--- src/rtl/rxf_pkg.sv ---
package rxf_pkg;

    typedef enum logic [2:0] {
        RXS_IDLE,
        RXS_START,
        RXS_DATA,
        RXS_PAR,
        RXS_STOP
    } rxs_state_e;

endpackage

--- src/rtl/rxf_sync.sv ---
module rxf_sync #(
    parameter int STAGES = 2
) (
    input  logic clk,
    input  logic rst_n,
    input  logic rx_in,
    output logic rx_s,
    output logic rx_fall,
    output logic rx_edge
);
    typedef struct packed {
        logic [STAGES-1:0] chain;
        logic              prev;
    } sync_t;

    sync_t sync_d, sync_q;

    always_comb begin
        sync_d       = sync_q;
        sync_d.chain = {sync_q.chain[STAGES-2:0], rx_in};
        sync_d.prev  = sync_q.chain[STAGES-1];
    end

    always_ff @(posedge clk or negedge rst_n) begin
        if (!rst_n) begin
            sync_q <= '1;
        end else begin
            sync_q <= sync_d;
        end
    end

    assign rx_s    = sync_q.chain[STAGES-1];
    assign rx_fall = sync_q.prev & ~rx_s;
    assign rx_edge = sync_q.prev ^ rx_s;

endmodule

--- src/rtl/rxf_frame.sv ---
module rxf_frame
    import rxf_pkg::*;
#(
    parameter int OSR    = 16,
    parameter int DATA_W = 8
) (
    input  logic              clk,
    input  logic              rst_n,
    input  logic              tick,
    input  logic              rx_s,
    input  logic              rx_fall,
    input  logic              hold,
    input  logic              short_word,
    input  logic              par_en,
    output logic              push,
    output logic [DATA_W-1:0] push_data,
    output logic              push_par,
    output logic              frm_ok,
    output logic              frm_err
);
    localparam int CW = $clog2(OSR);
    localparam int IW = $clog2(DATA_W);
    localparam logic [CW-1:0] MID_C  = CW'(OSR / 2 - 1);
    localparam logic [CW-1:0] FULL_C = CW'(OSR - 1);
    localparam logic [CW-1:0] CNT1_C = CW'(1);
    localparam logic [IW-1:0] LONG_C = IW'(DATA_W - 1);
    localparam logic [IW-1:0] SHRT_C = IW'(DATA_W - 2);
    localparam logic [IW-1:0] IDX1_C = IW'(1);

    typedef struct packed {
        rxs_state_e        state;
        logic [CW-1:0]     cnt;
        logic [IW-1:0]     idx;
        logic [DATA_W-1:0] data;
        logic              par;
        logic              short_w;
        logic              pen;
        logic              push;
        logic              ok;
        logic              err;
    } frame_t;

    frame_t fr_d, fr_q;
    logic [IW-1:0] last_idx;

    assign last_idx = fr_q.short_w ? SHRT_C : LONG_C;

    always_comb begin
        fr_d      = fr_q;
        fr_d.push = 1'b0;
        fr_d.ok   = 1'b0;
        fr_d.err  = 1'b0;
        if (hold) begin
            fr_d.state = RXS_IDLE;
            fr_d.cnt   = '0;
        end else begin
            unique case (fr_q.state)
                RXS_IDLE: begin
                    if (rx_fall) begin
                        fr_d.state   = RXS_START;
                        fr_d.cnt     = '0;
                        fr_d.idx     = '0;
                        fr_d.data    = '0;
                        fr_d.par     = 1'b0;
                        fr_d.short_w = short_word;
                        fr_d.pen     = par_en;
                    end
                end
                RXS_START: begin
                    if (tick) begin
                        if (fr_q.cnt == MID_C) begin
                            fr_d.cnt   = '0;
                            fr_d.state = rx_s ? RXS_IDLE : RXS_DATA;
                        end else begin
                            fr_d.cnt = fr_q.cnt + CNT1_C;
                        end
                    end
                end
                RXS_DATA: begin
                    if (tick) begin
                        if (fr_q.cnt == FULL_C) begin
                            fr_d.cnt = '0;
                            fr_d.data[fr_q.idx] = rx_s;
                            if (fr_q.idx == last_idx) begin
                                fr_d.idx   = '0;
                                fr_d.state = fr_q.pen ? RXS_PAR : RXS_STOP;
                            end else begin
                                fr_d.idx = fr_q.idx + IDX1_C;
                            end
                        end else begin
                            fr_d.cnt = fr_q.cnt + CNT1_C;
                        end
                    end
                end
                RXS_PAR: begin
                    if (tick) begin
                        if (fr_q.cnt == FULL_C) begin
                            fr_d.cnt   = '0;
                            fr_d.par   = rx_s;
                            fr_d.state = RXS_STOP;
                        end else begin
                            fr_d.cnt = fr_q.cnt + CNT1_C;
                        end
                    end
                end
                RXS_STOP: begin
                    if (tick) begin
                        if (fr_q.cnt == FULL_C) begin
                            fr_d.cnt   = '0;
                            fr_d.state = RXS_IDLE;
                            fr_d.push  = rx_s;
                            fr_d.ok    = rx_s;
                            fr_d.err   = ~rx_s;
                        end else begin
                            fr_d.cnt = fr_q.cnt + CNT1_C;
                        end
                    end
                end
                default: fr_d.state = RXS_IDLE;
            endcase
        end
    end

    always_ff @(posedge clk or negedge rst_n) begin
        if (!rst_n) begin
            fr_q <= '0;
        end else begin
            fr_q <= fr_d;
        end
    end

    assign push      = fr_q.push;
    assign push_data = fr_q.data;
    assign push_par  = fr_q.par;
    assign frm_ok    = fr_q.ok;
    assign frm_err   = fr_q.err;

endmodule

--- src/rtl/rxf_fifo.sv ---
module rxf_fifo #(
    parameter int W     = 9,
    parameter int DEPTH = 4
) (
    input  logic         clk,
    input  logic         rst_n,
    input  logic         push,
    input  logic [W-1:0] wdata,
    input  logic         pop,
    output logic [W-1:0] rdata,
    output logic         empty,
    output logic         full,
    output logic         overrun
);
    localparam int AW = (DEPTH > 1) ? $clog2(DEPTH) : 1;
    localparam int CW = $clog2(DEPTH + 1);
    localparam logic [AW-1:0] PTR_MAX = AW'(DEPTH - 1);
    localparam logic [AW-1:0] PTR1_C  = AW'(1);
    localparam logic [CW-1:0] CNT_MAX = CW'(DEPTH);
    localparam logic [CW-1:0] CNT1_C  = CW'(1);

    typedef struct packed {
        logic [AW-1:0] wp;
        logic [AW-1:0] rp;
        logic [CW-1:0] cnt;
        logic          ovr;
    } fifo_t;

    fifo_t ff_d, ff_q;
    logic [W-1:0] mem_q [DEPTH];
    logic do_push, do_pop;

    assign empty   = (ff_q.cnt == '0);
    assign full    = (ff_q.cnt == CNT_MAX);
    assign do_push = push & ~full;
    assign do_pop  = pop & ~empty;

    always_comb begin
        ff_d     = ff_q;
        ff_d.ovr = push & full;
        if (do_push) begin
            ff_d.wp = (ff_q.wp == PTR_MAX) ? '0 : ff_q.wp + PTR1_C;
        end
        if (do_pop) begin
            ff_d.rp = (ff_q.rp == PTR_MAX) ? '0 : ff_q.rp + PTR1_C;
        end
        if (do_push && !do_pop) begin
            ff_d.cnt = ff_q.cnt + CNT1_C;
        end else if (do_pop && !do_push) begin
            ff_d.cnt = ff_q.cnt - CNT1_C;
        end
    end

    always_ff @(posedge clk or negedge rst_n) begin
        if (!rst_n) begin
            ff_q <= '0;
        end else begin
            ff_q <= ff_d;
        end
    end

    always_ff @(posedge clk) begin
        if (do_push) begin
            mem_q[ff_q.wp] <= wdata;
        end
    end

    assign rdata   = mem_q[ff_q.rp];
    assign overrun = ff_q.ovr;

endmodule

--- src/rtl/uart_rx_frm.sv ---
module uart_rx_frm #(
    parameter int OSR        = 16,
    parameter int DATA_W     = 8,
    parameter int FIFO_DEPTH = 4,
    parameter int SYNC_STG   = 2
) (
    input  logic              clk,
    input  logic              rst_n,
    input  logic              os_tick,
    input  logic              rx_line,
    input  logic              cfg_short,
    input  logic              cfg_parity_en,
    input  logic              cfg_write,
    input  logic              shutdown_mode,
    input  logic              fifo_rd,
    output logic [DATA_W-1:0] rd_data,
    output logic              rd_parity,
    output logic              fifo_empty,
    output logic              fifo_full,
    output logic              overrun,
    output logic              line_flag
);
    localparam int EW = DATA_W + 1;

    logic rx_s, rx_fall, rx_edge;
    logic push, push_par, frm_ok, frm_err, act_evt;
    logic [DATA_W-1:0] push_data;
    logic [EW-1:0] head;
    logic flag_d, flag_q;

    rxf_sync #(.STAGES(SYNC_STG)) u_sync (
        .clk     (clk),
        .rst_n   (rst_n),
        .rx_in   (rx_line),
        .rx_s    (rx_s),
        .rx_fall (rx_fall),
        .rx_edge (rx_edge)
    );

    rxf_frame #(.OSR(OSR), .DATA_W(DATA_W)) u_frame (
        .clk        (clk),
        .rst_n      (rst_n),
        .tick       (os_tick),
        .rx_s       (rx_s),
        .rx_fall    (rx_fall),
        .hold       (shutdown_mode),
        .short_word (cfg_short),
        .par_en     (cfg_parity_en),
        .push       (push),
        .push_data  (push_data),
        .push_par   (push_par),
        .frm_ok     (frm_ok),
        .frm_err    (frm_err)
    );

    rxf_fifo #(.W(EW), .DEPTH(FIFO_DEPTH)) u_fifo (
        .clk     (clk),
        .rst_n   (rst_n),
        .push    (push),
        .wdata   ({push_par, push_data}),
        .pop     (fifo_rd),
        .rdata   (head),
        .empty   (fifo_empty),
        .full    (fifo_full),
        .overrun (overrun)
    );

    assign act_evt = shutdown_mode & rx_edge;

    always_comb begin
        flag_d = flag_q;
        if (cfg_write || frm_ok) begin
            flag_d = 1'b0;
        end
        if (frm_err || act_evt) begin
            flag_d = 1'b1;
        end
    end

    always_ff @(posedge clk or negedge rst_n) begin
        if (!rst_n) begin
            flag_q <= 1'b0;
        end else begin
            flag_q <= flag_d;
        end
    end

    assign rd_data   = head[DATA_W-1:0];
    assign rd_parity = head[DATA_W];
    assign line_flag = flag_q;

endmodule

--- config.mk ---
export PLATFORM = sky130hd
export DESIGN_NAME = uart_rx_frm
export DESIGN_NICKNAME = d
export VERILOG_FILES = /design/src/rtl/rxf_pkg.sv /design/src/rtl/rxf_sync.sv /design/src/rtl/rxf_frame.sv /design/src/rtl/rxf_fifo.sv /design/src/rtl/uart_rx_frm.sv
export SDC_FILE = /design/constraint.sdc
export NUM_CORES = 1
export LEC_CHECK = 0
export ABC_AREA = 1
export CORE_ASPECT_RATIO = 0.75
export CORE_UTILIZATION = 46
export CTS_CLUSTER_DIAMETER = 50
export DETAILED_ROUTE_END_ITERATION = 16
export DONT_BUFFER_PORTS = 1
export PLACE_DENSITY_LB_ADDON = 0.15
export SYNTH_ARGS = -nofsm -noshare
export SYNTH_HDL_FRONTEND = slang
export SYNTH_SLANG_ARGS = --single-unit
export TNS_END_PERCENT = 20
--- constraint.sdc ---
create_clock -name clk -period 2.75 [get_ports clk]
set_clock_uncertainty 0.1 [all_clocks]
set_input_delay 0.6875 -clock clk [delete_from_list [all_inputs] [get_ports clk]]
set_output_delay 0.6875 -clock clk [all_outputs]
set_load 0.02 [all_outputs]
== Yosys cells after proc, flatten, opt, wreduce, memory -nomap -nowiden ==
Memory sizes are Yosys's and may differ from the RTL's.
Cells that the tools add are included.

* Bits in registers: 36
* RAM bits: 36
* Bits of input ports: 9
* Output and inout bits: 13
* Logic and storage cells: 119
* Memories: 1

{| class="wikitable"
|+ Memories
! name !! depth !! width !! read ports !! clocked after Yosys merged registers in !! write ports !! line !! text
|-
| u_fifo.mem_q || 4 || 9 || 1 || 0 || 1 || rxf_fifo.sv:30 || <nowiki>logic [W-1:0] mem_q [DEPTH];</nowiki>
|}

* Add/subtract/negate cells: 6
* $lt $le $gt $ge: 2
* Equal/unequal tests: 25
* Mux-type cells: 39
* Bitwise operators: 10
* Reduce and logical (&&, ||, !) cells: 19

{| class="wikitable"
|+ Operators by type and width
! kind !! number
|-
| two-way mux 3 bit || 13
|-
| two-way mux 7 bit || 4
|-
| one-hot mux 11 bit (2 select lines) || 1
|-
| two-way mux 21 bit || 1
|-
| one-hot mux 4 bit (5 select lines) || 1
|-
| two-way mux 18 bit || 1
|-
| inequality test 3 x 2 -> 1 bit (second input constant) || 5
|-
| inequality test 3 bit (second input constant) || 5
|-
| one-hot mux 3 bit (5 select lines) || 1
|-
| two-way mux 11 bit || 1
|-
| AND reduction 10 bit || 1
|-
| AND reduction 5 bit || 2
|-
| bitwise mux 8 bit || 1
|-
| two-way mux 1 bit || 8
|-
| two-way mux 4 bit || 2
|-
| nonzero test 2 bit || 4
|-
| adder 3 x 1 -> 3 bit (second input constant) || 2
|-
| equality test 3 x 2 -> 1 bit (second input constant) || 2
|-
| equality test 3 bit (second input constant) || 2
|-
| logical NOT 3 bit || 2
|-
| two-way mux 2 bit || 3
|-
| inequality test 2 bit (second input constant) || 3
|-
| AND reduction 6 bit || 1
|-
| nonzero test 6 bit || 1
|-
| other kinds (20) || 34
|}

== Depth between registers and ports, before layout ==
* Depth after elaboration: 9
* Gate-level depth with buffers: 10
* Gate-level depth less buffers: 10

== Cells and area by module ==
A second synthesis with hierarchy kept.

* Cell total of the unflattened synthesis: 372
* Area, all modules: 3,570.9 um^2

{| class="wikitable"
|+ By module, submodules not included
! module !! instances !! cells each !! area each (um^2) !! sequential area each (um^2)
|-
| rxf_fifo || 1 || 168 || 2,028.2 || 1,281.2
|-
| rxf_frame || 1 || 193 || 1,402.6 || 575.6
|-
| rxf_sync || 1 || 6 || 98.8 || 78.8
|-
| uart_rx_frm || 1 || 5 || 41.3 || 25.0
|}

== Least setup slack after synthesis ==
Ideal clock, no wire load.

* Path type: flip-flop to flip-flop
* Start point: reg u_fifo.ff_q[1] in the netlist's numbering
* End point: reg u_fifo.ff_q[2] in the netlist's numbering
* Setup time: 0.125 ns
* Data arrival time: 2.149 ns
* Required time: 2.525 ns
* Path slack: 0.376 ns
* Cell stages (with the launch flop): 8
* Buffers on the path: 0
* Period minus slack after synthesis: 2.374 ns
* Cells stage by stage: dfrtp_1 -> or2_2 -> nor2_1 -> nor2_1 -> ha_1 -> inv_1 -> fa_1 -> mux2_2

{| class="wikitable"
|+ RTL lines
! element !! line !! text
|-
| start, declared || rxf_fifo.sv:29 || <nowiki>fifo_t ff_d, ff_q;</nowiki>
|-
| start signal, assigned || rxf_fifo.sv:56 || <nowiki>ff_q <= '0;</nowiki>
|-
| start signal, assigned || rxf_fifo.sv:58 || <nowiki>ff_q <= ff_d;</nowiki>
|}

== Worst setup path after layout ==
* Start point: reg u_fifo.ff_q[4] in the netlist's numbering
* End point: out rd_data[6]

* Cells in the longest elaborated chain, start to end: 1

{| class="wikitable"
|+ RTL lines
! element !! line !! text
|-
| memory (4 x 9 bit) || -- ||
|-
| end, declared || uart_rx_frm.sv:16 || <nowiki>output logic [DATA_W-1:0] rd_data,</nowiki>
|}

Every way passes these cells.

==> results.md <==
| Quantity | Value | Unit |
|:---|:---|:---|
| Run status | completed | - |
| Number of rows created at floorplan | 26 | - |
| Buffer type at the clock tree root | clkbuf_8 | - |
| Number of buffers created by CTS | 9 | - |
| Setup TNS | 0 | ns |
| M1 GR Usage | 28.34 | % |
| Net count after synthesis | 367 | - |
| WP data required | 1.96 | ns |
| CTS tree | yes | - |
| Total global routing track utilization | 19.31 | % |
| Number of H-tree branching levels | 3 | - |
| Final estimated routing congestion in global placement | 0.9022 | - |
| Horiz. Die Dim | 101.5 | um |
| Fin worst setup slack | 0.2223 | ns |
| Max-cap violations | 0 | - |
| Net count of the finished layout | 378 | - |
| Remaining number of nets flagged by the antenna check after routing | 0 | - |
| Area of the core | 0.006994 | sq mm |
| Worst ir drop on vdd | 0.0003099 | V |
| First-pass GRT wire length | 11,210 | um |
| Global Route met3 Usage | 6.789 | % |
| Number of synthesis warnings | 0 | - |
| Post-detailed-placement cell area | 0.003548 | sq mm |
| Top post-synthesis cells by area | edfxtp_1 32%, dfrtp_1 23%, nand2_1 7.0% | - |
| Post CTS Setup Buffer Count | 0 | - |
| Slew Limit Headroom | 65.55 | % |
| Arrival time reported for the critical path endpoint | 1.74 | ns |
| Transition time at the pin with the least slew margin | 0.5245 | ns |
| Clock-pin slew of the registers on the worst-case setup and hold paths | 0.08 | ns |
| Post-synth EDFFs | 36 | - |
| Worst slack after detailed placement | 0.4657 | ns |
| Initial Utilization | 48.84 | % |
| Power density cells | 805.4 | mW/mm^2 |
| Post-synthesis async set-or-reset flop share | 49.30 | % |
| Final global-route overflow total | 0 | - |
| Detailed Place HPWL | 4520 | um |
| Post-synthesis sequential element count | 71 | - |
| Synth unique cells | 37 | - |
| Fraction of the yosys area taken by sequential cells | 57.40 | % |
| Largest net degree at the start of global routing | 33 | - |
| Post-layout utilization of the core | 54.42 | % |
| Final wirelength | 6735 | um |
| Element type at the critical path end | output port | - |
| Detailed-route DRC error count | 0 | - |
| Area growth syn-to-layout | 11.43 | % |
| Syn Std Cell Area | 0.003416 | sq mm |
| Number of global-route vias before repair | 2,226 | - |
| Final design area excluding fillers | 0.003806 | sq mm |
| Top fanout value on the critical path | 21 | - |
| Unrepaired setup endpoints after global routing | false | - |
| Proportion of layout cells with a drive suffix above 1 | 15.11 | % |
| Register-to-Register Path Depth | 9 | - |
| Antenna violations before repair | 0 | - |
| Count of final setup violators | 0 | - |
| Via-to-Cell Ratio | 5.110 | - |
| Reported leakage power | 0.001529 | uW |
| Time the final worst path needs with I/O delays and setup | 2.528 | ns |
| Tcrit/Tclk final | 91.92 | % |
| GRT met2 Usage | 26.89 | % |
| Number of pins exceeding their max-slew limit in the final report | 0 | - |
| Max frequency | 395.6 | MHz |
| Share of the synthesized area in the top cell type | 31.65 | % |
| Biggest area consumer among synthesized cells | edfxtp_1 | - |
| Final count of hold timing violations | 0 | - |
| Average footprint of a synthesized cell | 9.815 | sq um |
| I/O pin cnt | 22 | - |
| Diodes inserted | 0 | - |
| Classification of the worst-slack hold path | primary input to async pin | - |
| Class of the most critical setup path | flop to output port | - |
| Skew-Pair Late Insertion Delay | 0.34 | ns |
| Area of the multi-input gates | 0.001294 | sq mm |
| Flip-flop and latch area | 0.001962 | sq mm |
| Number of DRC markers after the initial detailed-route iteration | 136 | - |
| Worst-case clock buffer depth | 2 | - |
| Average wire per standard cell | 14.58 | um |
| Kind of start point of the critical path | flop | - |
| Vertical die dimension | 76.63 | um |
| Die area | 0.007777 | sq mm |
| Total of fill cells in the finished design | 628 | - |
| Router iterations before antenna repair | 4 | - |
| Dominant synthesized flop cell | edfxtp_1 | - |
| Count of buffers inserted at the top-level ports | 0 | - |
| Cells after Synth | 348 | - |
| Total number of vias | 2,361 | - |
| # clock sinks | 71 | - |
| Most crowded layer after global routing | met1 | - |
-- cell families after synthesis --
group                      count (synthesis)  synth area share (%)
AOI/OAI and AO/OA                         60                 10.29
buffers and inverters                     39                 4.725
xor gates and xnor gates                   4                 1.026
and+or+nand+nor                          163                 22.34
adders and majority gates                 10                 3.883
DFF                                       71                 57.40
muxes                                      1                0.3296
-- cell type report --
class | count | area share [%]
sequential | 71 | 51.54
multi-input combinational | 238 | 33.99
clock buffer | 10 | 3.353
tap | 98 | 3.222
inverter | 31 | 3.123
clock inverter | 6 | 2.860
timing repair buffer | 8 | 1.907
-- placed cells by master (no fill, tap or decap), types with 2 or more instances in the layout --
cell type / n
nor2_4: 3
o21ai_0: 32
nor3_1: 11
nand2_1: 64
nand4_1: 3
o22ai_1: 9
clkbuf_8: 9
o211ai_1: 2
buf_4: 7
bufinv_16: 3
clkinv_2: 2
xor2_1: 3
nand2_2: 6
nor2_1: 46
nand3_2: 6
a21oi_1: 3
o21ai_1: 7
ha_1: 9
nand3b_1: 2
edfxtp_1: 36
o21ai_2: 4
inv_1: 29
nand3_1: 18
dfrtp_1: 31
dfstp_2: 3
-- flip-flops by register name, summed over array words and instances, names as in the netlist, 7 cells and up --
register           flops
u_frame.push_data      8
u_fifo.mem_q          36
u_fifo.ff_q            7
u_frame.fr_q          12
-- worst paths after layout --
| kind | start | end | slack (ns) |
|---|---|---|---|
| worst max-delay path | u_fifo.ff_q[4]$_DFFE_PN0P_ | rd_data[6] | 0.22 |
| worst min-delay path | rst_n | u_fifo.ff_q[3]$_DFFE_PN0P_ | 0.06 |
| worst max register to register | u_fifo.ff_q[1]$_DFFE_PN0P_ | u_fifo.ff_q[3]$_DFFE_PN0P_ | 0.50 |
| worst min register to register | u_sync.sync_d[2]$_DFF_PN1_ | u_sync.rx_s$_DFF_PN1_ | 0.26 |
| max in group asynchronous | rst_n | u_frame.fr_q[15]$_DFFE_PN0P_ | 2.30 |
| min in group clk | rx_line | u_sync.sync_d[2]$_DFF_PN1_ | 0.23 |
-- critical path, cell delays in order (launching register included) --
cell	delay, ns
dfrtp_2	0.54
inv_2	0.30
o21ai_0	0.14
o22ai_1	0.43
-- power breakdown --
group / internal (uW) / total [uW] / leakage [uW] / switching, uW
combinational: 238 / 777 / 0.000700 / 539
clock: 601 / 984 / 0.000120 / 383
sequential: 1190 / 1300 / 0.000710 / 118
total: 2030 / 3070 / 0.00153 / 1040
-- Yosys cell counts (4+ instances only) --
cell      count
o21ai_0      32
dfrtp_1      32
ha_1          9
clkbuf_1      5
edfxtp_1     36
o21ai_2       4
nor2_1       46
o21ai_1       7
nand3_1      18
nor3_1       11
nand2_1      64
inv_1        29
nand3_2       6
nand2_2       6
o22ai_1       9
-- per-stage QoR --
stage,power (uW),hold WS [ns],cells
global placement,2070,0.2454,445
floorplan,1924,0.2452,348
global route,3249,0.05351,462
finish,3066,0.06065,462
detailed placement,2090,0.2472,445
CTS,3090,0.05945,462
-- timing repair --
item | CTS | global route
hold buffers | 1 | 0
endpoints found under the setup margin | 0 | 5
hold endpoints to repair | 32 | 0
resized for setup | 0 | 1
-- layer usage --
metal	routed length (um)	up-vias
met5	0	-
met4	44	0
met3	400	4
met2	2891	53
met1	3399	1103
li1	-	1201
(Power assumes the default switching activity.)
